File: src/rtl/cc_exec_pkg.sv
package cc_exec_pkg;
    localparam int XLEN      = 32;
    localparam int OPW       = 6;
    localparam int REGW      = 5;
    localparam int IMMW      = 13;
    localparam int SHW       = $clog2(XLEN);
    localparam int NFLAG     = 4;
    localparam int FN        = 3;
    localparam int FZ        = 2;
    localparam int FV        = 1;
    localparam int FC        = 0;

    typedef enum logic [2:0] {
        K_ADD, K_SUB, K_AND, K_OR, K_XOR, K_SLL, K_SRL, K_SRA
    } kind_e;

    typedef struct packed {
        logic            legal;
        kind_e           kind;
        logic            inv_b;
        logic            use_carry;
        logic            set_cc;
        logic            is_shift;
        logic            use_imm;
        logic [REGW-1:0] dst;
        logic [XLEN-1:0] imm;
    } ctrl_t;

    typedef struct packed {
        logic             valid;
        logic [XLEN-1:0]  result;
        logic             wr_en;
        logic [REGW-1:0]  dst;
        logic [NFLAG-1:0] flags;
        logic             flags_wr;
        logic             illegal;
    } stage_t;
endpackage

File: src/rtl/cc_exec_decode.sv
module cc_exec_decode
    import cc_exec_pkg::*;
(
    input  logic [XLEN-1:0] instr,
    output ctrl_t           ctrl
);
    logic [OPW-1:0] op;
    logic           unused_rs1;

    assign op         = instr[24:19];
    assign unused_rs1 = ^instr[18:14];

    always_comb begin
        ctrl           = '0;
        ctrl.kind      = K_ADD;
        ctrl.use_imm   = instr[13];
        ctrl.dst       = instr[29:25];
        ctrl.imm       = {{(XLEN-IMMW){instr[IMMW-1]}}, instr[IMMW-1:0]};
        if (instr[31:30] == 2'b10) begin
            if (op[5] == 1'b0 && op[3:0] <= 4'd8) begin
                ctrl.legal  = 1'b1;
                ctrl.set_cc = op[4];
                unique case (op[3:0])
                    4'd0: ctrl.kind = K_ADD;
                    4'd1: ctrl.kind = K_AND;
                    4'd2: ctrl.kind = K_OR;
                    4'd3: ctrl.kind = K_XOR;
                    4'd4: ctrl.kind = K_SUB;
                    4'd5: begin ctrl.kind = K_AND; ctrl.inv_b = 1'b1; end
                    4'd6: begin ctrl.kind = K_OR;  ctrl.inv_b = 1'b1; end
                    4'd7: begin ctrl.kind = K_XOR; ctrl.inv_b = 1'b1; end
                    default: begin ctrl.kind = K_ADD; ctrl.use_carry = 1'b1; end
                endcase
            end else if (op == 6'h25 || op == 6'h26 || op == 6'h27) begin
                ctrl.legal    = 1'b1;
                ctrl.is_shift = 1'b1;
                ctrl.kind     = (op == 6'h25) ? K_SLL : (op == 6'h26) ? K_SRL : K_SRA;
            end
        end
    end
endmodule

File: src/rtl/cc_exec_arith.sv
module cc_exec_arith
    import cc_exec_pkg::*;
(
    input  logic [XLEN-1:0] a,
    input  logic [XLEN-1:0] b,
    input  kind_e           kind,
    input  logic            inv_b,
    input  logic            use_carry,
    input  logic            carry_in,
    output logic [XLEN-1:0] res,
    output logic            v_out,
    output logic            c_out
);
    localparam int MSB = XLEN - 1;
    logic [XLEN-1:0] b_inv;
    logic [XLEN-1:0] b_add;
    logic            a31, b31, r31;

    assign b_inv = inv_b ? ~b : b;
    assign b_add = b_inv + {{(XLEN-1){1'b0}}, use_carry & carry_in};

    always_comb begin
        res = '0;
        unique case (kind)
            K_ADD:   res = a + b_add;
            K_SUB:   res = a - b_inv;
            K_AND:   res = a & b_inv;
            K_OR:    res = a | b_inv;
            K_XOR:   res = a ^ b_inv;
            default: res = '0;
        endcase
        a31   = a[MSB];
        b31   = (kind == K_ADD) ? b_add[MSB] : b_inv[MSB];
        r31   = res[MSB];
        v_out = 1'b0;
        c_out = 1'b0;
        if (kind == K_ADD) begin
            v_out = (a31 & b31 & ~r31) | (~a31 & ~b31 & r31);
            c_out = (a31 & b31) | (~r31 & (a31 | b31));
        end else if (kind == K_SUB) begin
            v_out = (a31 & ~b31 & ~r31) | (~a31 & b31 & r31);
            c_out = (~a31 & b31) | (r31 & (~a31 | b31));
        end
    end
endmodule

File: src/rtl/cc_exec_shift.sv
module cc_exec_shift
    import cc_exec_pkg::*;
(
    input  logic [XLEN-1:0] a,
    input  logic [SHW-1:0]  amt,
    input  kind_e           kind,
    output logic [XLEN-1:0] res
);
    logic [2*XLEN-1:0] wide;

    assign wide = {{XLEN{(kind == K_SRA) & a[XLEN-1]}}, a} >> amt;

    always_comb begin
        if (kind == K_SLL) res = a << amt;
        else               res = wide[XLEN-1:0];
    end
endmodule

File: src/rtl/cc_exec_unit.sv
module cc_exec_unit
    import cc_exec_pkg::*;
(
    input  logic              clk,
    input  logic              rst_n,
    input  logic              in_valid,
    input  logic [XLEN-1:0]   instr,
    input  logic [XLEN-1:0]   src_a,
    input  logic [XLEN-1:0]   src_b,
    input  logic [NFLAG-1:0]  flags_in,
    output logic              out_valid,
    output logic [XLEN-1:0]   result,
    output logic              wr_en,
    output logic [REGW-1:0]   wr_dst,
    output logic [NFLAG-1:0]  flags_out,
    output logic              flags_wr,
    output logic              illegal
);
    ctrl_t           ctrl;
    logic [XLEN-1:0] opnd_b;
    logic [XLEN-1:0] arith_res, shift_res;
    logic            arith_v, arith_c;
    stage_t          stage_d, stage_q;

    cc_exec_decode u_dec (.instr(instr), .ctrl(ctrl));

    assign opnd_b = ctrl.use_imm ? ctrl.imm : src_b;

    cc_exec_arith u_arith (
        .a(src_a), .b(opnd_b), .kind(ctrl.kind), .inv_b(ctrl.inv_b),
        .use_carry(ctrl.use_carry), .carry_in(flags_in[FC]),
        .res(arith_res), .v_out(arith_v), .c_out(arith_c)
    );

    cc_exec_shift u_shift (
        .a(src_a), .amt(opnd_b[SHW-1:0]), .kind(ctrl.kind), .res(shift_res)
    );

    always_comb begin
        stage_d          = '0;
        stage_d.valid    = in_valid;
        stage_d.dst      = ctrl.dst;
        stage_d.flags    = flags_in;
        if (ctrl.legal) begin
            stage_d.result = ctrl.is_shift ? shift_res : arith_res;
            if (in_valid) stage_d.wr_en = (ctrl.dst != '0);
            if (ctrl.set_cc) begin
                stage_d.flags_wr  = in_valid;
                stage_d.flags[FN] = stage_d.result[XLEN-1];
                stage_d.flags[FZ] = (stage_d.result == '0);
                stage_d.flags[FV] = arith_v;
                stage_d.flags[FC] = arith_c;
            end
        end else begin
            stage_d.illegal = in_valid;
        end
    end

    always_ff @(posedge clk) begin
        if (!rst_n) stage_q <= '0;
        else        stage_q <= stage_d;
    end

    assign out_valid = stage_q.valid;
    assign result    = stage_q.result;
    assign wr_en     = stage_q.wr_en;
    assign wr_dst    = stage_q.dst;
    assign flags_out = stage_q.flags;
    assign flags_wr  = stage_q.flags_wr;
    assign illegal   = stage_q.illegal;

    a_r2_illegal_no_write: assert property (@(posedge clk) disable iff (!rst_n)
        illegal |-> (!wr_en && !flags_wr));
    a_r10_zero_dst: assert property (@(posedge clk) disable iff (!rst_n)
        wr_en |-> (wr_dst != '0));
    a_r11_valid_follows: assert property (@(posedge clk) disable iff (!rst_n)
        in_valid |=> out_valid);
    a_r11_idle_quiet: assert property (@(posedge clk) disable iff (!rst_n)
        !out_valid |-> (!wr_en && !flags_wr && !illegal));
    a_r6_zn_match: assert property (@(posedge clk) disable iff (!rst_n)
        flags_wr |-> (flags_out[FZ] == (result == '0) && flags_out[FN] == result[XLEN-1]));
    a_r9_sra_sign: assert property (@(posedge clk) disable iff (!rst_n)
        (in_valid && ctrl.legal && ctrl.kind == K_SRA && src_a[XLEN-1]) |=> result[XLEN-1]);
endmodule

File: config.mk
export PLATFORM = sky130hd
export DESIGN_NAME = cc_exec_unit
export DESIGN_NICKNAME = d
export VERILOG_FILES = /design/src/rtl/cc_exec_pkg.sv /design/src/rtl/cc_exec_decode.sv /design/src/rtl/cc_exec_arith.sv /design/src/rtl/cc_exec_shift.sv /design/src/rtl/cc_exec_unit.sv
export SDC_FILE = /design/constraint.sdc
export NUM_CORES = 1
export LEC_CHECK = 0
export BUFFER_PORTS_ARGS = -buffer_cell sky130_fd_sc_hd__buf_4
export CAP_MARGIN = 0
export CORE_MARGIN = 3
export CORE_UTILIZATION = 60
export DETAILED_ROUTE_END_ITERATION = 12
export HOLD_SLACK_MARGIN = 0.06
export PLACE_DENSITY = 0.93
export SLEW_MARGIN = 40
export SYNTH_ARGS = -nofsm -noshare
export SYNTH_HDL_FRONTEND = slang
export SYNTH_SLANG_ARGS = --single-unit
File: constraint.sdc
create_clock -name clk -period 11.5 [get_ports clk]
set_clock_uncertainty 0.15 [all_clocks]
set_input_delay 2.3 -clock clk [delete_from_list [all_inputs] [get_ports clk]]
set_output_delay 2.3 -clock clk [all_outputs]
set_load 0.05 [all_outputs]
# ---- Yosys cells after proc, flatten, opt, wreduce, memory -nomap -nowiden
# Cells that the tools add are included.
# Widths: inputs -> output; s select.
dict set report totals {
  register_bits 45
  inputBits 103
  elab_cells 96
  out_inout_bits 45
}
dict set report op_classes {
  n_lt_le_gt_ge 1
  addsub 3
  n_mux 23
  n_shift 2
  bitwise 27
  n_reduce_logical 16
  eq_ne 17
}
# cell count
set ops {}
lappend ops {{$pmux 32 s5} 1}
lappend ops {{$mux 32} 4}
lappend ops {{$shr 64x5->32} 1}
lappend ops {{$add 32x1->32} 1}
lappend ops {{$add 32x32->32} 1}
lappend ops {{$and 32x32->32} 1}
lappend ops {{$logic_not 32->1} 1}
lappend ops {{$not 32->32} 1}
lappend ops {{$or 32x32->32} 1}
lappend ops {{$shl 32x5->32} 1}
lappend ops {{$sub 32x32->32} 1}
lappend ops {{$xor 32x32->32} 1}
lappend ops {{$eq 6x6->1 const B} 3}
lappend ops {{$eq 4x3->1 const B} 4}
lappend ops {{$and 1x1->1} 12}
lappend ops {{$pmux 3 s4} 1}
lappend ops {{$mux 1} 10}
lappend ops {{$mux 5} 2}
lappend ops {{$eq 3x3->1 const B} 3}
lappend ops {{$eq 4x2->1 const B} 2}
lappend ops {{$mux 4} 2}
lappend ops {{$mux 8} 1}
lappend ops {{$reduce_or 2->1} 4}
lappend ops {{$reduce_or 8->1} 1}
lappend ops {{other kinds (16)} 29}

# ---- Longest topological paths before layout
# Gate-level depths: netlist of run 1.
dict set report logic_depth {
  word_depth 17
  mapped_depth 40
  mapped_depth_nobuf 31
}

# ---- Modules after synthesis
# Synthesis of run 1 repeated with hierarchy kept, for this count alone.
dict set report unflattened {
  cells_unflattened 1661
  area_unflattened_um2 12976.2
}
# mod n_inst cells_each seq_area_each_um2 area_each_um2
set modules_own_cells {}
lappend modules_own_cells {cc_exec_arith 1 929 0.0 6344.8}
lappend modules_own_cells {cc_exec_shift 1 467 0.0 4130.2}
lappend modules_own_cells {cc_exec_unit 1 201 900.9 2060.7}
lappend modules_own_cells {cc_exec_decode 1 64 0.0 440.4}

# ---- Least setup slack after synthesis of run 1
# No wires, ideal clock.
dict set report synth_path {
  kind {input -> register}
  startpoint {input port instr[13]}
  endpoint {register stage_q, in the netlist flags_out[0]}
  arrival_time_ns 9.855
  path_slack_ns 1.378
  path_buffers 10
  required_time_ns 11.232
  cell_stages 40
  cell_sequence {buf_6 > buf_8 > buf_12 > buf_8 > mux2i_2 > buf_2 > buf_2 > buf_2 > buf_2 > xnor2_1 > inv_1 > ha_1 > ha_1 > buf_1 > o21ai_0 > mux2_2 > xnor2_1 > nand3_1 > (+4 left out) > xor2_1 > nor2_1 > xnor2_1 > ha_1 > clkbuf_1 > a21o_1 > a21oi_1 > nand2_1 > a21o_1 > o41a_1 > a211oi_1 > nor2b_1 > o21ai_0 > nand2b_1 > xor2_2 > mux2_1 > nor3_1 > o21ai_1}
}
dict set report synth_between {
  elab_chain_cells 12
}
# element line_no
set synth_lines {}
lappend synth_lines {{from (decl)} cc_exec_unit.sv:7} ;# input logic [XLEN-1:0] instr,
lappend synth_lines {{$mux 32 (*)} cc_exec_unit.sv:27} ;# assign opnd_b = ctrl.use_imm ? ctrl.imm : src_b;
lappend synth_lines {{$not 32->32} cc_exec_arith.sv:19} ;# assign b_inv = inv_b ? ~b : b;
lappend synth_lines {{$mux 32 (*)} cc_exec_arith.sv:19}
lappend synth_lines {{$add 32x1->32} cc_exec_arith.sv:20} ;# assign b_add = b_inv + {{(XLEN-1){1'b0}}, use_carry & carry_in};
lappend synth_lines {{$add 32x32->32 / $mux 1 (equally long branches)} {cc_exec_arith.sv:25, cc_exec_arith.sv:33}}
lappend synth_lines {{$pmux 32 s5 / $or 1x1->1 (equally long branches)} {cc_exec_arith.sv:24, cc_exec_arith.sv:42}}
lappend synth_lines {{$and 1x1->1 / $not 1->1 (equally long branches)} {cc_exec_arith.sv:42, cc_exec_arith.sv:39}}
lappend synth_lines {{$or 1x1->1 / $and 1x1->1 (equally long branches)} {cc_exec_arith.sv:42, cc_exec_arith.sv:39}}
lappend synth_lines {{$mux 1 / $or 1x1->1 (equally long branches)} {cc_exec_arith.sv:40, cc_exec_arith.sv:39}}
lappend synth_lines {{$mux 1 (*)} cc_exec_arith.sv:37} ;# if (kind == K_ADD) begin
lappend synth_lines {{$mux 5 (*)} cc_exec_unit.sv:47} ;# if (ctrl.set_cc) begin
lappend synth_lines {{$mux 5 (*)} cc_exec_unit.sv:44} ;# if (ctrl.legal) begin
lappend synth_lines {{to (signal assigned)} cc_exec_unit.sv:61} ;# else stage_q <= stage_d;
lappend synth_lines {{to (decl)} cc_exec_unit.sv:23} ;# stage_t stage_d, stage_q;
# Mark *: on every way between the ends. The rest lies on a longest branch, timed or not.
# A chain may end at the register's enable or synchronous reset.

# ---- Worst setup path after layout of run 1
dict set report layout_path {
  startpoint {input port instr[13]}
  endpoint {register stage_q, in the netlist flags_out[2]}
}
dict set report layout_between {
  elab_chain_cells 10
}
# element line_no
set layout_lines {}
lappend layout_lines {{$mux 32 (*)} cc_exec_unit.sv:27}
lappend layout_lines {{$not 32->32} cc_exec_arith.sv:19}
lappend layout_lines {{$mux 32} cc_exec_arith.sv:19}
lappend layout_lines {{$add 32x1->32} cc_exec_arith.sv:20}
lappend layout_lines {{$add 32x32->32} cc_exec_arith.sv:25} ;# K_ADD: res = a + b_add;
lappend layout_lines {{$pmux 32 s5} cc_exec_arith.sv:24} ;# unique case (kind)
lappend layout_lines {{$mux 32 (*)} cc_exec_unit.sv:45} ;# stage_d.result = ctrl.is_shift ? shift_res : arith_res;
lappend layout_lines {{$logic_not 32->1 (*)} cc_exec_unit.sv:50} ;# stage_d.flags[FZ] = (stage_d.result == '0);
lappend layout_lines {{$mux 5 (*)} cc_exec_unit.sv:47}
lappend layout_lines {{$mux 5 (*)} cc_exec_unit.sv:44}
# Marks and branches as above.

==> metrics.csv, run 1 <==
metric;value;unit
run status;completed;
post-route ant nets;0;
Total GRT Usage;0.409;
1st-pass router iterations;7;
cts hold-fix bufs;0;
CP Data Arrival Time;10030;ps
drt via density;6.88;
Distinct cells, synth;106;
syn nets;1804;
hold_ws;2070;ps
Hold EP;wr_dst[3];
Starting Density;0.615;
port bufs;142;
Pins Over Slew Limit;0;
gr ovfl total;0;
initial DRC count;1631;
EDFF count, synth;0;
worst hold path depth;2;
final hold violation count;0;
Final Setup Violations;0;
Max clock buf depth;2;
Die Ht;145;um
pre-CTS setup slack;1200;ps
initial antenna violation count;0;
row count;50;
number of global-route vias before repair;12300;
minimum clock period after layout;9940;ps
GP Congestion;1.08;
CTS Root Buffer Type;clkbuf_16;
Hold Path Class;input pin to flip-flop;
Final TNS setup;0;ps
post-route cell area;12900;um^2
wire per inst;23.5;um
DRC errors left;0;
Seq/Total Area, Yosys;0.0777;
buffer count from post-CTS setup fixing;0;
total power;1.02;mW
Die Width;145;um
Die ar.;21000;um^2
share of cells above drive strength 1;0.163;
CP Class;input pin to flip-flop;
TritonCTS clock tree;done;
cell count after synthesis;1602;
Hold Crit Start;instr[28];
Max Cap Violations;0;
Clk pin slew, worst setup/hold paths;60;ps
total number of vias;13300;
Synth Flop Type;dfxtp_1;
Leakage;5.35;nW
fin nets;1868;
Placed Area;12700;um^2
Placed Instances;1918;
Core Area;18800;um^2
diode count;0;
Fmax achieved;0.101;GHz
largest net degree at the start of global routing;57;
async set-or-reset flop fraction in the synthesized netlist;0;
Area Overhead vs Synth;11.1;%
final wirelength;45200;um
period utilisation layout;0.864;
first-pass GRT wire length;69500;um
CP Capture Type;flip-flop;
slowest stage cell, crit path;a2111oi_1;
WP data required;11590;ps
syn_area_per_cell;7.23;um^2
Fillers;1616;
FF+latch count, synth;45;
RSZ-0062 raised after global routing;no;
total clock sinks;45;
worst-path fanout max;50;
Peak VDD IR;0.0000703;V
Slew HR;0.470;
number of top-level pins;148;
Worst-Margin Slew;796;ps
max incr delay on CP;660;ps
Post-Syn Area;11600;um^2
H-tree levels;2;
Layout Cells excl Fill;1927;
post-cts sizing count;0;
HPWL after DPL;35200;um
setup ws final;1560;ps
Ys Warns;0;
PwrDens;78.9;nW/um^2
type of origin of the critical path;input pin;
utilization after layout;0.684;
Inserted Clock Buffers;5;
[Yosys cell counts, drive strengths merged, types with 16 or more instances]
cell type / n / area share
nand3: 47 / 0.021
xor2: 16 / 0.013
and2: 18 / 0.0097
nor2b: 23 / 0.012
o22ai: 20 / 0.011
nand2: 126 / 0.041
o211ai: 26 / 0.017
a22oi: 26 / 0.017
ha: 98 / 0.11
a31oi: 23 / 0.013
xnor2: 95 / 0.074
inv: 82 / 0.027
o21ai: 110 / 0.048
clkbuf: 61 / 0.020
nor3: 53 / 0.025
dfxtp: 45 / 0.078
mux2i: 91 / 0.080
a21oi: 113 / 0.049
a211oi: 26 / 0.018
buf: 51 / 0.028
mux4: 31 / 0.060
nor2: 177 / 0.058
nand4: 19 / 0.010
[final cells by class]
cell class / count / area [um^2] / area share
multi-input combinational: 1361 / 9910 / 0.770
inverter: 84 / 315 / 0.0245
sequential: 45 / 901 / 0.0700
timing repair buffer: 169 / 1270 / 0.0984
clock buffer: 5 / 125 / 0.00972
tap: 260 / 325 / 0.0253
clock inverter: 3 / 25.0 / 0.00194
[worst max-delay path, delay by kind of cell]
family | cells | cell delay [ps]
AO/OA/AOI/OAI | 9 | 2240
AND/OR/NAND/NOR | 8 | 2060
adder cells (fa/ha/maj) | 3 | 1090
multiplexers | 2 | 820
XOR/XNOR | 5 | 790
buffers and inverters | 3 | 710
[how the worst max path moves through the flow]
stage | from | end | depth (start not counted)
finish | instr[13] | flags_out[2] | 30
global route | instr[13] | flags_out[2] | 30
CTS | instr[13] | flags_out[2] | 30
detailed placement | instr[13] | flags_out[2] | 30
global placement | instr[13] | flags_out[2] | 30
floorplan | instr[13] | flags_out[0] | 40
[sequential cells by signal (all words and copies together) (netlist names)]
| signal | flops |
|---|---|
| illegal | 1 |
| wr_dst | 5 |
| wr_en | 1 |
| flags_out | 4 |
| flags_wr | 1 |
| result | 32 |
| out_valid | 1 |
[report_power, final]
group | switching, mW | internal, mW | total (mW)
registers | 0.00137 | 0.161 | 0.162
clock network | 0.0602 | 0.0815 | 0.142
logic | 0.448 | 0.263 | 0.711
[kinds of logic after synthesis]
kind of cell / count (synthesis) / synth area share
muxes: 133 / 0.151
buffers and inverters: 196 / 0.0753
AOI/OAI and AO/OA: 456 / 0.259
adders and majority gates: 100 / 0.108
and+or+nand+nor: 561 / 0.242
xor gates and xnor gates: 111 / 0.0865
DFF: 45 / 0.0777
[per-layer routing]
metal,track usage,vias to the layer above,part of all wire
met3,0.0725,201,0.12
li1,-,6039,-
met2,0.631,981,0.42
met5,0,-,0
met1,0.545,6034,0.39
met4,0.225,0,0.067
[cell usage in the layout, fill, tap and decap left out, types with 19 or more instances in the layout]
| cell | n |
|---|---|
| nor2_1 | 176 |
| dfxtp_1 | 45 |
| a211oi_1 | 24 |
| a31oi_1 | 22 |
| o22ai_1 | 19 |
| a21oi_1 | 111 |
| o21ai_0 | 107 |
| xnor2_1 | 90 |
| inv_1 | 82 |
| o211ai_1 | 26 |
| nand2_1 | 124 |
| a22oi_1 | 25 |
| ha_1 | 98 |
| buf_4 | 168 |
| mux2i_1 | 84 |
| nand3_1 | 46 |
| nand4_1 | 19 |
| nor3_1 | 50 |
| mux4_2 | 31 |
| nor2b_1 | 22 |
Power figures use the tool's default switching activity.
==> run 2, diff against run 1 <==
--- a/config.mk
+++ b/config.mk
@@ -15,4 +15,5 @@
 export SLEW_MARGIN = 40
 export SYNTH_ARGS = -nofsm -noshare
 export SYNTH_HDL_FRONTEND = slang
+export SYNTH_HIERARCHICAL = 1
 export SYNTH_SLANG_ARGS = --single-unit
==> metrics.csv, run 2 <==
metric;value;unit;change
run status;completed;;unchanged
Synth Flop Type;dfxtp_1;;unchanged
Clk pin slew, worst setup/hold paths;60;ps;about the same
number of top-level pins;148;;unchanged
CP Class;input pin to flip-flop;;unchanged
max incr delay on CP;630;ps;was 660 ps
initial antenna violation count;1;;was 0
async set-or-reset flop fraction in the synthesized netlist;0;;unchanged
Hold Path Class;input pin to flip-flop;;unchanged
CTS Root Buffer Type;clkbuf_16;;unchanged
Final TNS setup;0;ps;unchanged
gr ovfl total;0;;unchanged
Slew HR;0.409;;was 0.470
most common cell after layout, fill and taps aside;nor2_1;;unchanged
final hold violation count;0;;unchanged
syn_area_per_cell;7.81;um^2;was 7.23 um^2
multiplexer share of the synthesized area;0.236;;was 0.151
port bufs;142;;unchanged
type of origin of the critical path;input pin;;unchanged
Peak VDD IR;0.0000583;V;was 0.0000703 V
Core Area;21200;um^2;was 18800 um^2
Die Ht;153;um;was 145 um
Die ar.;23400;um^2;was 21000 um^2
drt via density;7.05;;was 6.88
Fmax achieved;0.103;GHz;was 0.101 GHz
Seq. cell area;901;um^2;unchanged
buffer count from post-CTS setup fixing;0;;unchanged
Starting Density;0.613;;was 0.615
Total GRT Usage;0.363;;was 0.409
post-cts sizing count;0;;unchanged
Leakage;5.64;nW;was 5.35 nW
multi-input logic area;10900;um^2;was 9910 um^2
FF+latch count, synth;45;;unchanged
Seq/Total Area, Yosys;0.0694;;was 0.0777
total number of vias;13700;;was 13300
EDFF count, synth;0;;unchanged
most frequent cells after synthesis;171 x nor2_1, 118 x nand2_1, 98 x ha_1;;was 176 x nor2_1, 125 x nand2_1, 112 x a21oi_1
H-tree levels;2;;unchanged
slowest stage cell, crit path;or4b_2;;was a2111oi_1
diode count;0;;unchanged
final wirelength;45400;um;was 45200 um
Distinct cells, synth;101;;was 106
post-route ant nets;0;;unchanged
synth top area cells;mux4_2 11%, ha_1 9.4%, dfxtp_1 6.9%;;was ha_1 11%, dfxtp_1 7.8%, mux2i_1 7.5%
syn nets;1863;;was 1804
share of cells above drive strength 1;0.206;;was 0.163
first-pass GRT wire length;69600;um;was 69500 um
Area Overhead vs Synth;6.46;%;was 11.1%
1st-pass router iterations;6;;was 7
Worst-Margin Slew;875;ps;was 796 ps
DRC errors left;0;;unchanged
HPWL after DPL;35000;um;was 35200 um
TritonCTS clock tree;done;;unchanged
Max clock buf depth;2;;unchanged
Pins Over Slew Limit;0;;unchanged
max reg flops;32;;unchanged
Fillers;1806;;was 1616
Post-Syn Area;13000;um^2;was 11600 um^2
utilization after layout;0.653;;was 0.684
simple logic cell fraction of the synthesized area;0.225;;was 0.242
fin nets;1871;;was 1868
Ys Warns;6;;was 0
largest net degree at the start of global routing;80;;was 57
WP data required;11560;ps;was 11590 ps
Die Width;153;um;was 145 um
total clock sinks;45;;unchanged
Max Cap Violations;0;;unchanged
initial DRC count;1565;;was 1631
GP Congestion;1.04;;was 1.08
worst-path fanout max;79;;was 50
commonest cells after routing, fill and taps aside;170 x nor2_1, 161 x buf_4, 117 x nand2_1;;was 176 x nor2_1, 168 x buf_4, 124 x nand2_1
RSZ-0062 raised after global routing;no;;unchanged
minimum clock period after layout;9750;ps;was 9940 ps
CP Capture Type;flip-flop;;unchanged
cell count after synthesis;1661;;was 1602
CP Data Arrival Time;9820;ps;was 10030 ps
cts hold-fix bufs;0;;unchanged
Synth Area in Compound Gates;0.199;;was 0.259
largest family of logic cells by synthesized area;multiplexers;;was compound AO/OA/AOI/OAI gates
Final Setup Violations;0;;unchanged
Inserted Clock Buffers;5;;unchanged
PwrDens;77.0;nW/um^2;was 78.9 nW/um^2
number of global-route vias before repair;12700;;was 12300
CP most frequent cell;xnor2_1;;
row count;53;;was 50
Synth Area in Adders;0.0960;;was 0.108
area share of xor/xnor cells in the synthesized design;0.0786;;was 0.0865
wire per inst;23.4;um;was 23.5 um
count leader, synth;nor2_1;;unchanged
Synth top area share;0.109;;was 0.106
leading area contributor after synthesis;mux4_2;;was ha_1
period utilisation layout;0.848;;was 0.864
## run 2: cell count changes in the layout (fill, tap and decap cells not counted), moves of 8 or more
cell	delta
mux4_2	+32
a221oi_1	-8
o21ai_0	-12
xor2_1	+20
a31oi_1	-9
mux2_2	+40
nor4_1	+17
a21oi_1	-30
a22oi_1	-11
xnor2_1	-16
nor3_1	-9
## run 2: logic make-up after synthesis
logic type,Yosys count
adder cells (fa/ha/maj),99
multiplexers,209
buffers and inverters,244
AO/OA/AOI/OAI,386
flip-flops,45
AND/OR/NAND/NOR,565
XOR/XNOR,113
## run 2: worst paths after layout
path                  startpoint           end  cells past startpoint
worst min-delay path   instr[27]     wr_dst[2]                      2
worst max-delay path   instr[30]  flags_out[2]                     29
## run 2: cell type report
| class | instances | area share |
|---|---|---|
| Clock buffer | 5 | 0.00906 |
| Clock inverter | 3 | 0.00154 |
| Inverter | 82 | 0.0223 |
| Multi-Input combinational cell | 1372 | 0.787 |
| Sequential cell | 45 | 0.0652 |
| Tap cell | 275 | 0.0249 |
| Timing Repair Buffer | 163 | 0.0898 |
## run 2: worst max-delay path: cells and delay by family
family                     cells  cell delay [ps]
muxes                          2              550
buffers and inverters          2              450
and+or+nand+nor               12             3550
AOI/OAI and AO/OA              7             1490
adders and majority gates      1              370
xor gates and xnor gates       5             1060
## run 2: per-stage QoR
step                      power [mW]  instance area [um^2]  hold slack, ps  worst slack (ps)  std cells
after global routing            1.12                 13800            2080              1250       1945
final                           1.06                 13800            2090              1750       1945
after global placement         0.884                 13600            2370              1520       1937
after CTS                       1.04                 13800            2080              1660       1945
after detailed placement       0.896                 13700            2370              1360       1937
after floorplan                0.695                 13000            2290              1770       1661
## run 2: per-layer routing
layer  GRT usage  up-vias  wire, um
met3      0.0620      205      4820
li1            -     6119         -
met4       0.192        2      2870
met1       0.469     6411     17500
met5           0        -        13
met2       0.582      975     20200
## run 2: where the power goes
part | switching, mW | internal (mW)
Combinational | 0.470 | 0.292
Clock | 0.0577 | 0.0807
Sequential | 0.00159 | 0.161
